[src/rtl/smram_pkg.sv]
package smram_pkg;
  parameter int unsigned SMR_AW = 32;
  parameter int unsigned SMR_ALIGN = 15;

  typedef struct packed {
    logic              vld;
    logic [SMR_AW-1:0] addr;
    logic [SMR_AW-1:0] data;
  } slot_wr_t;
endpackage

[src/rtl/smram_align_chk.sv]
module smram_align_chk #(
  parameter int unsigned AW        = 32,
  parameter int unsigned ALIGN_BITS = 15
) (
  input  logic [AW-1:0] value,
  output logic          aligned
);
  localparam logic [AW-1:0] LOW_MASK = AW'((64'd1 << ALIGN_BITS) - 64'd1);

  always_comb begin
    aligned = ((value & LOW_MASK) == '0);
  end
endmodule

[src/rtl/smram_base_reg.sv]
module smram_base_reg #(
  parameter int unsigned    AW         = 32,
  parameter int unsigned    ALIGN_BITS = 15,
  parameter logic [AW-1:0]  RST_BASE   = 32'h0003_0000
) (
  input  logic          clk,
  input  logic          rst_n,
  input  logic          resume_stb,
  input  logic [AW-1:0] resume_slot,
  output logic [AW-1:0] base_q,
  output logic          shut_q
);
  logic aligned;

  smram_align_chk #(.AW(AW), .ALIGN_BITS(ALIGN_BITS)) align_i (
    .value   (resume_slot),
    .aligned (aligned)
  );

  always_ff @(posedge clk) begin
    if (!rst_n) begin
      base_q <= RST_BASE;
      shut_q <= 1'b0;
    end else if (resume_stb && !shut_q) begin
      if (aligned) begin
        base_q <= resume_slot;
      end else begin
        shut_q <= 1'b1;
      end
    end
  end
endmodule

[src/rtl/smram_addr_map.sv]
module smram_addr_map #(
  parameter int unsigned             AW         = 32,
  parameter int unsigned             ALIGN_BITS = 15,
  parameter logic [ALIGN_BITS-1:0]   SLOT_OFF   = 15'h7EF8
) (
  input  logic [AW-1:0] base,
  output logic [AW-1:0] vec,
  output logic [AW-1:0] lo,
  output logic [AW-1:0] hi,
  output logic [AW-1:0] slot
);
  localparam int unsigned UW = AW - ALIGN_BITS;

  logic [UW-1:0]         upper_nxt;
  logic [ALIGN_BITS-1:0] base_low;

  // The stored base is always aligned, so only the upper field needs an adder.
  always_comb begin
    upper_nxt = base[AW-1:ALIGN_BITS] + UW'(1);
    base_low  = base[ALIGN_BITS-1:0];
    vec  = {upper_nxt, base_low};
    lo   = {upper_nxt, base_low};
    hi   = {upper_nxt, {ALIGN_BITS{1'b1}}};
    slot = {upper_nxt, SLOT_OFF};
  end
endmodule

[src/rtl/smram_entry_cap.sv]
module smram_entry_cap
  import smram_pkg::*;
#(
  parameter int unsigned AW = 32
) (
  input  logic          clk,
  input  logic          rst_n,
  input  logic          entry_stb,
  input  logic          shut,
  input  logic [AW-1:0] base,
  input  logic [AW-1:0] slot_addr,
  output logic          wr_vld,
  output logic [AW-1:0] wr_addr,
  output logic [AW-1:0] wr_data
);
  logic take;

  always_comb begin
    take = entry_stb && !shut;
  end

  always_ff @(posedge clk) begin
    if (!rst_n) begin
      wr_vld  <= 1'b0;
      wr_addr <= '0;
      wr_data <= '0;
    end else begin
      wr_vld <= take;
      if (take) begin
        wr_addr <= slot_addr;
        wr_data <= base;
      end
    end
  end
endmodule

[src/rtl/smram_reloc.sv]
module smram_reloc
  import smram_pkg::*;
#(
  parameter int unsigned AW         = SMR_AW,
  parameter int unsigned ALIGN_BITS = SMR_ALIGN,
  parameter logic [AW-1:0] RST_BASE = 32'h0003_0000,
  parameter logic [15:0] CS_SEL_VAL = 16'h3000,
  parameter logic [ALIGN_BITS-1:0] SLOT_OFF = 15'h7EF8
) (
  input  logic          clk,
  input  logic          rst_n,
  input  logic          entry_stb,
  input  logic          resume_stb,
  input  logic [31:0]   resume_slot,
  output logic [31:0]   cur_base,
  output logic [31:0]   entry_vec,
  output logic [31:0]   save_lo,
  output logic [31:0]   save_hi,
  output logic          slot_wr_vld,
  output logic [31:0]   slot_wr_addr,
  output logic [31:0]   slot_wr_data,
  output logic [15:0]   cs_sel,
  output logic          shutdown
);
  logic [AW-1:0] base_q;
  logic          shut_q;
  logic [AW-1:0] slot_addr;
  slot_wr_t      wr;

  smram_base_reg #(.AW(AW), .ALIGN_BITS(ALIGN_BITS), .RST_BASE(RST_BASE)) base_i (
    .clk         (clk),
    .rst_n       (rst_n),
    .resume_stb  (resume_stb),
    .resume_slot (resume_slot),
    .base_q      (base_q),
    .shut_q      (shut_q)
  );

  smram_addr_map #(.AW(AW), .ALIGN_BITS(ALIGN_BITS), .SLOT_OFF(SLOT_OFF)) map_i (
    .base (base_q),
    .vec  (entry_vec),
    .lo   (save_lo),
    .hi   (save_hi),
    .slot (slot_addr)
  );

  smram_entry_cap #(.AW(AW)) cap_i (
    .clk       (clk),
    .rst_n     (rst_n),
    .entry_stb (entry_stb),
    .shut      (shut_q),
    .base      (base_q),
    .slot_addr (slot_addr),
    .wr_vld    (wr.vld),
    .wr_addr   (wr.addr),
    .wr_data   (wr.data)
  );

  always_comb begin
    cur_base     = base_q;
    shutdown     = shut_q;
    slot_wr_vld  = wr.vld;
    slot_wr_addr = wr.addr;
    slot_wr_data = wr.data;
    cs_sel       = CS_SEL_VAL;
  end
endmodule

[config.mk]
export PLATFORM = sky130hd
export DESIGN_NAME = smram_reloc
export DESIGN_NICKNAME = d
export VERILOG_FILES = /design/src/rtl/smram_pkg.sv /design/src/rtl/smram_align_chk.sv /design/src/rtl/smram_base_reg.sv /design/src/rtl/smram_addr_map.sv /design/src/rtl/smram_entry_cap.sv /design/src/rtl/smram_reloc.sv
export SDC_FILE = /design/constraint.sdc
export NUM_CORES = 1
export LEC_CHECK = 0
export ABC_AREA = 1
export CORE_AREA = 3 3 93 95
export DETAILED_ROUTE_END_ITERATION = 7
export DIE_AREA = 0 0 96 98
export DONT_BUFFER_PORTS = 1
export PLACE_DENSITY_LB_ADDON = 0.3
export SLEW_MARGIN = 10
export SYNTH_ARGS = -nofsm -noshare
export SYNTH_HDL_FRONTEND = slang
export SYNTH_SLANG_ARGS = --single-unit
[constraint.sdc]
create_clock -name clk -period 4.2 [get_ports clk]
set_clock_uncertainty 0.2 [all_clocks]
set_input_delay 0.63 -clock clk [delete_from_list [all_inputs] [get_ports clk]]
set_output_delay 0.63 -clock clk [all_outputs]
set_load 0.01 [all_outputs]
; ---- Yosys cells after proc, flatten, opt, wreduce, memory -nomap -nowiden
; Cells that the tools add are included.
[totals]
regBits = 94
inputBits = 36
out_inout_bits = 210
wordCells = 13
[classes]
n_addsub = 1
n_bitwise = 1
n_reduce_logical = 6
[op_table]
columns = op, n
row1 = $logic_not 32->1, 1
row2 = $add 17x1->17 const B, 1
row3 = $reduce_and 2->1, 2
row4 = $logic_and 1x1->1, 2
row5 = $logic_not 1->1, 1
row6 = $not 1->1, 1

; ---- Depth between registers and ports, before layout
[logic_depth]
word_depth = 3
ltp_mapped = 9
depth_no_buf = 9

; ---- Cells and area by module
; A second synthesis with hierarchy kept.
[unflattened]
hier_cells = 862
hier_area_um2 = 5575.3
[by_module_without_submodules]
columns = module, n_inst, cells_each, area_each_um2, seq_area_each_um2
row1 = smram_entry_cap, 1, 416, 2738.9, 1301.2
row2 = smram_base_reg, 1, 204, 1357.6, 660.6
row3 = smram_addr_map, 1, 196, 1246.2, 0.0
row4 = smram_reloc, 1, 18, 127.6, 0.0
row5 = smram_align_chk, 1, 28, 105.1, 0.0

; ---- Least setup slack after synthesis
; Ideal clock, no wire load.
[synth_path]
path_type = register to output
startpoint = reg base_i.base_q[16]
endpoint = out save_hi[21]
t_arrival_ns = 1.467
required_ns = 3.370
slack_ns = 1.903
path_stages_with_launch = 6
n_path_buf = 1
path_cell_list = dfxtp_1 > ha_1 > nand3_1 > nor2_2 > xor2_1 > buf_4
[synth_via]
elab_chain_len = 1
[synth_lines]
columns = element, line_no
row1 = start: declaration, smram_base_reg.sv:10  ; output logic [AW-1:0] base_q,
row2 = start signal: assignment, smram_base_reg.sv:26  ; base_q <= resume_slot;
row3 = $add 17x1->17, smram_addr_map.sv:19  ; upper_nxt = base[AW-1:ALIGN_BITS] + UW'(1);
row4 = end: declaration, smram_reloc.sv:18  ; output logic [31:0] save_hi,
; No other way between the ends.

; ---- Worst setup path after layout
[layout_path]
startpoint = reg base_i.base_q[16]
endpoint = out entry_vec[21]
[layout_via]
elab_chain_len = 1
[layout_lines]
columns = element, line_no
row1 = $add 17x1->17, smram_addr_map.sv:19
row2 = end: declaration, smram_reloc.sv:16  ; output logic [31:0] entry_vec,
; No other way between the ends.

==> results.toml <==
[global_routing]
grt_max_degree = 52
antenna_found_initial = 0
first_global_vias = 2706
overflow = 0
grt_usage = 0.203
grt_pass1_wl_um = 14800

[yosys]
yosysUniqueCellTypes = 22
ys.flop_type = "dfxtp_1"
ys_seq_area_frac = 0.400
muxShareOfSynthArea = 0
synth_xor_area_frac = 0.0146
synth_compound_area_frac = 0.0916
yosys.area.top_type_share = 0.400
synth_edf_count = 0
ys_ff_latch = 84
yosys.area_share.adder = 0.00297
syn-cell-area_um2 = 4210
synth-simple-area-share = 0.226
synth_top_family_by_area = "buffers and inverters"
synthCells = 581
ys_async_sr_fraction = 0
ys_top_cells_by_area = "dfxtp_1 (40%), buf_4 (20%), nor2_1 (9.9%)"
synth_area_per_cell_um2 = 7.24
yosys.area.top_type = "dfxtp_1"
yosys_warnings = 0
synthTopCellsByCount = "buf_4 (111), nor2_1 (111), nand2_1 (88)"

[setup_path]
required_ns = 3.37
worstSetupEndpoint = "entry_vec[21]"
cpPeakStageDelay_ns = 0.63
critical_path_buf_inv_count = 0
cp-start-kind = "register"
regToRegSetupSlack_ns = 1.93
end_kind = "output pin"
r2r_start = "base_i.base_q[16]$_SDFFE_PN1P_"
cp-startpoint = "base_i.base_q[16]$_SDFFE_PN1P_"
crit_family = "XOR/XNOR gates"
cp.depth = 4
r2r_cells = 6
cp_slowest_cell = "xor2_1"
crit_arrival_ns = 2.12
crit_fanout = 6
r2r_end = "cap_i.wr_addr[21]$_SDFFE_PN0P_"
critical_path.cell_chain = "ha_1 -> nand3_1 -> nor2_2 -> xor2_1"
path_class = "register to output pin"

[pwr]
p_per_area_nw_per_um2 = 425
power_frac_seq = 0.546
p_leak_nw = 1.76
netSwitchingPower_uw = 394
p_comb_frac = 0.058
peakVddDrop_mv = 0.205
power_frac_clock = 0.396
swShare = 0.246
p_int_mw = 1.21

[placed_design]
place_area_um2 = 3550
port_buffers = 0
hpwl_um = 6980
gp_congestion = 0.748

[clock_network]
tritoncts = "built"
cts.repair.resized = 0
clk_pin_slew_worst_paths_ns = 0.07
cts_max_level = 3
insertion_delay_ns = 0.34
cts_root_buf = "clkbuf_8"
numCtsBuffers = 9
clockBufferDepth = 2
clock-sinks = 84
cts_setup_buffers = 0
cts_hold_buf = 0

[sta]
rsz0062_at_grt = "no"
period_share = 0.703
slew_viol_final = 0
setup_viol = 0
whs_ns = 0.195
max_freq_mhz = 339
hold_viol_final = 0
fin_setup_tns_ns = 0
period_needed_ns = 2.95
worst_pin_slew_ns = 1.11
relSlewSlack = 0.261

[detailed_routing]
wire_per_inst_um = 16.1
met1_length_um = 3940
vias = 3015
highest_layer = "met4"
wl_met3_um = 879
routed_wl_um = 9750
wl_met2_um = 4800
vias_per_cell = 4.99
drc = 0
drt_iter0_drc = 128
first_pass_iters = 4
ant_nets = 0

[layout]
post-route-util = 0.483
fin_nets = 534
syn_to_final_growth_pct = -10.3
n_fill_cell = 815
drive_gt1_frac = 0.0518
post-route-cell-area_um2 = 3770
diodes = 0

[floorplan]
boundaryPins = 246
die_w_um = 96
die_h_um = 98
num_rows = 32
die-area_um2 = 9410
start_util = 0.539
core_area_um2 = 7810

[hold_path]
min_path_type = "input pin to register"

[job]
cap_viol_max_count = 0

[status]
status = "completed"
[worst min path at each step]
stage                                              start                              to  depth (start not counted)
final                                              rst_n  base_i.base_q[16]$_SDFFE_PN1P_                          1
after global routing                               rst_n  base_i.base_q[17]$_SDFFE_PN1P_                          1
after detailed placement  cap_i.wr_data[14]$_SDFFE_PN0P_  cap_i.wr_data[14]$_SDFFE_PN0P_                          2
after global placement    cap_i.wr_data[14]$_SDFFE_PN0P_  cap_i.wr_data[14]$_SDFFE_PN0P_                          2
after CTS                                          rst_n  base_i.base_q[16]$_SDFFE_PN1P_                          1
after floorplan           cap_i.wr_data[15]$_SDFFE_PN0P_  cap_i.wr_data[15]$_SDFFE_PN0P_                          2
[power by group through the flow]
stage	Sequential [mW]	Clock [mW]	Combinational [mW]
final	0.875	0.634	0.0930
after global routing	0.881	0.685	0.108
after CTS	0.876	0.653	0.0929
after detailed placement	0.895	0	0.0925
after global placement	0.894	0	0.0896
after floorplan	0.881	0	0.123
[per-stage QoR]
step	power (mW)	worst slack, ns	cells
after global placement	0.983	1.65	588
after CTS	1.62	1.19	604
after global routing	1.67	1.05	604
after floorplan	1.00	1.90	614
final	1.60	1.25	604
after detailed placement	0.988	1.57	588
[cells in the final DEF (no fill, tap or decap), drive strengths merged]
cell,instances
nor2,116
nand2,89
dfxtp,84
inv,48
o21ai,45
conb,35
a21oi,32
nand3,18
clkbuf,12
nand4,8
xor2,7
buf,3
bufinv,2
ha,1
clkinvlp,1
clkinv,1
[cell families (layout without fill, tap and decap cells)]
kind of cell             after synthesis  after routing
AND/OR/NAND/NOR                      231            231
buffers and inverters                179             67
flip-flops                            84             84
AO/OA/AOI/OAI                         77             77
XOR/XNOR                               7              7
other                                  2             35
adder cells (fa/ha/maj)                1              1
[routing by layer]
metal  vias to the layer above  global-route usage
met4                         0              0.0744
met1                      1364               0.247
li1                       1486                   -
met5                         -                   0
met2                       151               0.324
met3                        14              0.0732
[state kept, by name (all words and copies together) (netlist names)]
name / cells
cap_i.wr_vld: 1
cap_i.wr_addr: 18
cap_i.wr_data: 32
base_i.shut_q: 1
base_i.base_q: 32
[cell type report]
class	count	area, µm²	share of cell area
clock buffers	12	145	0.0385
clock inverters	4	72.6	0.0192
inverters	48	180	0.0478
multi-input cells	351	1540	0.409
flip-flops and latches	84	1680	0.446
well taps	102	128	0.0338
repair buffers	3	22.5	0.00597
No activity file was read; power rests on OpenSTA's default activity.
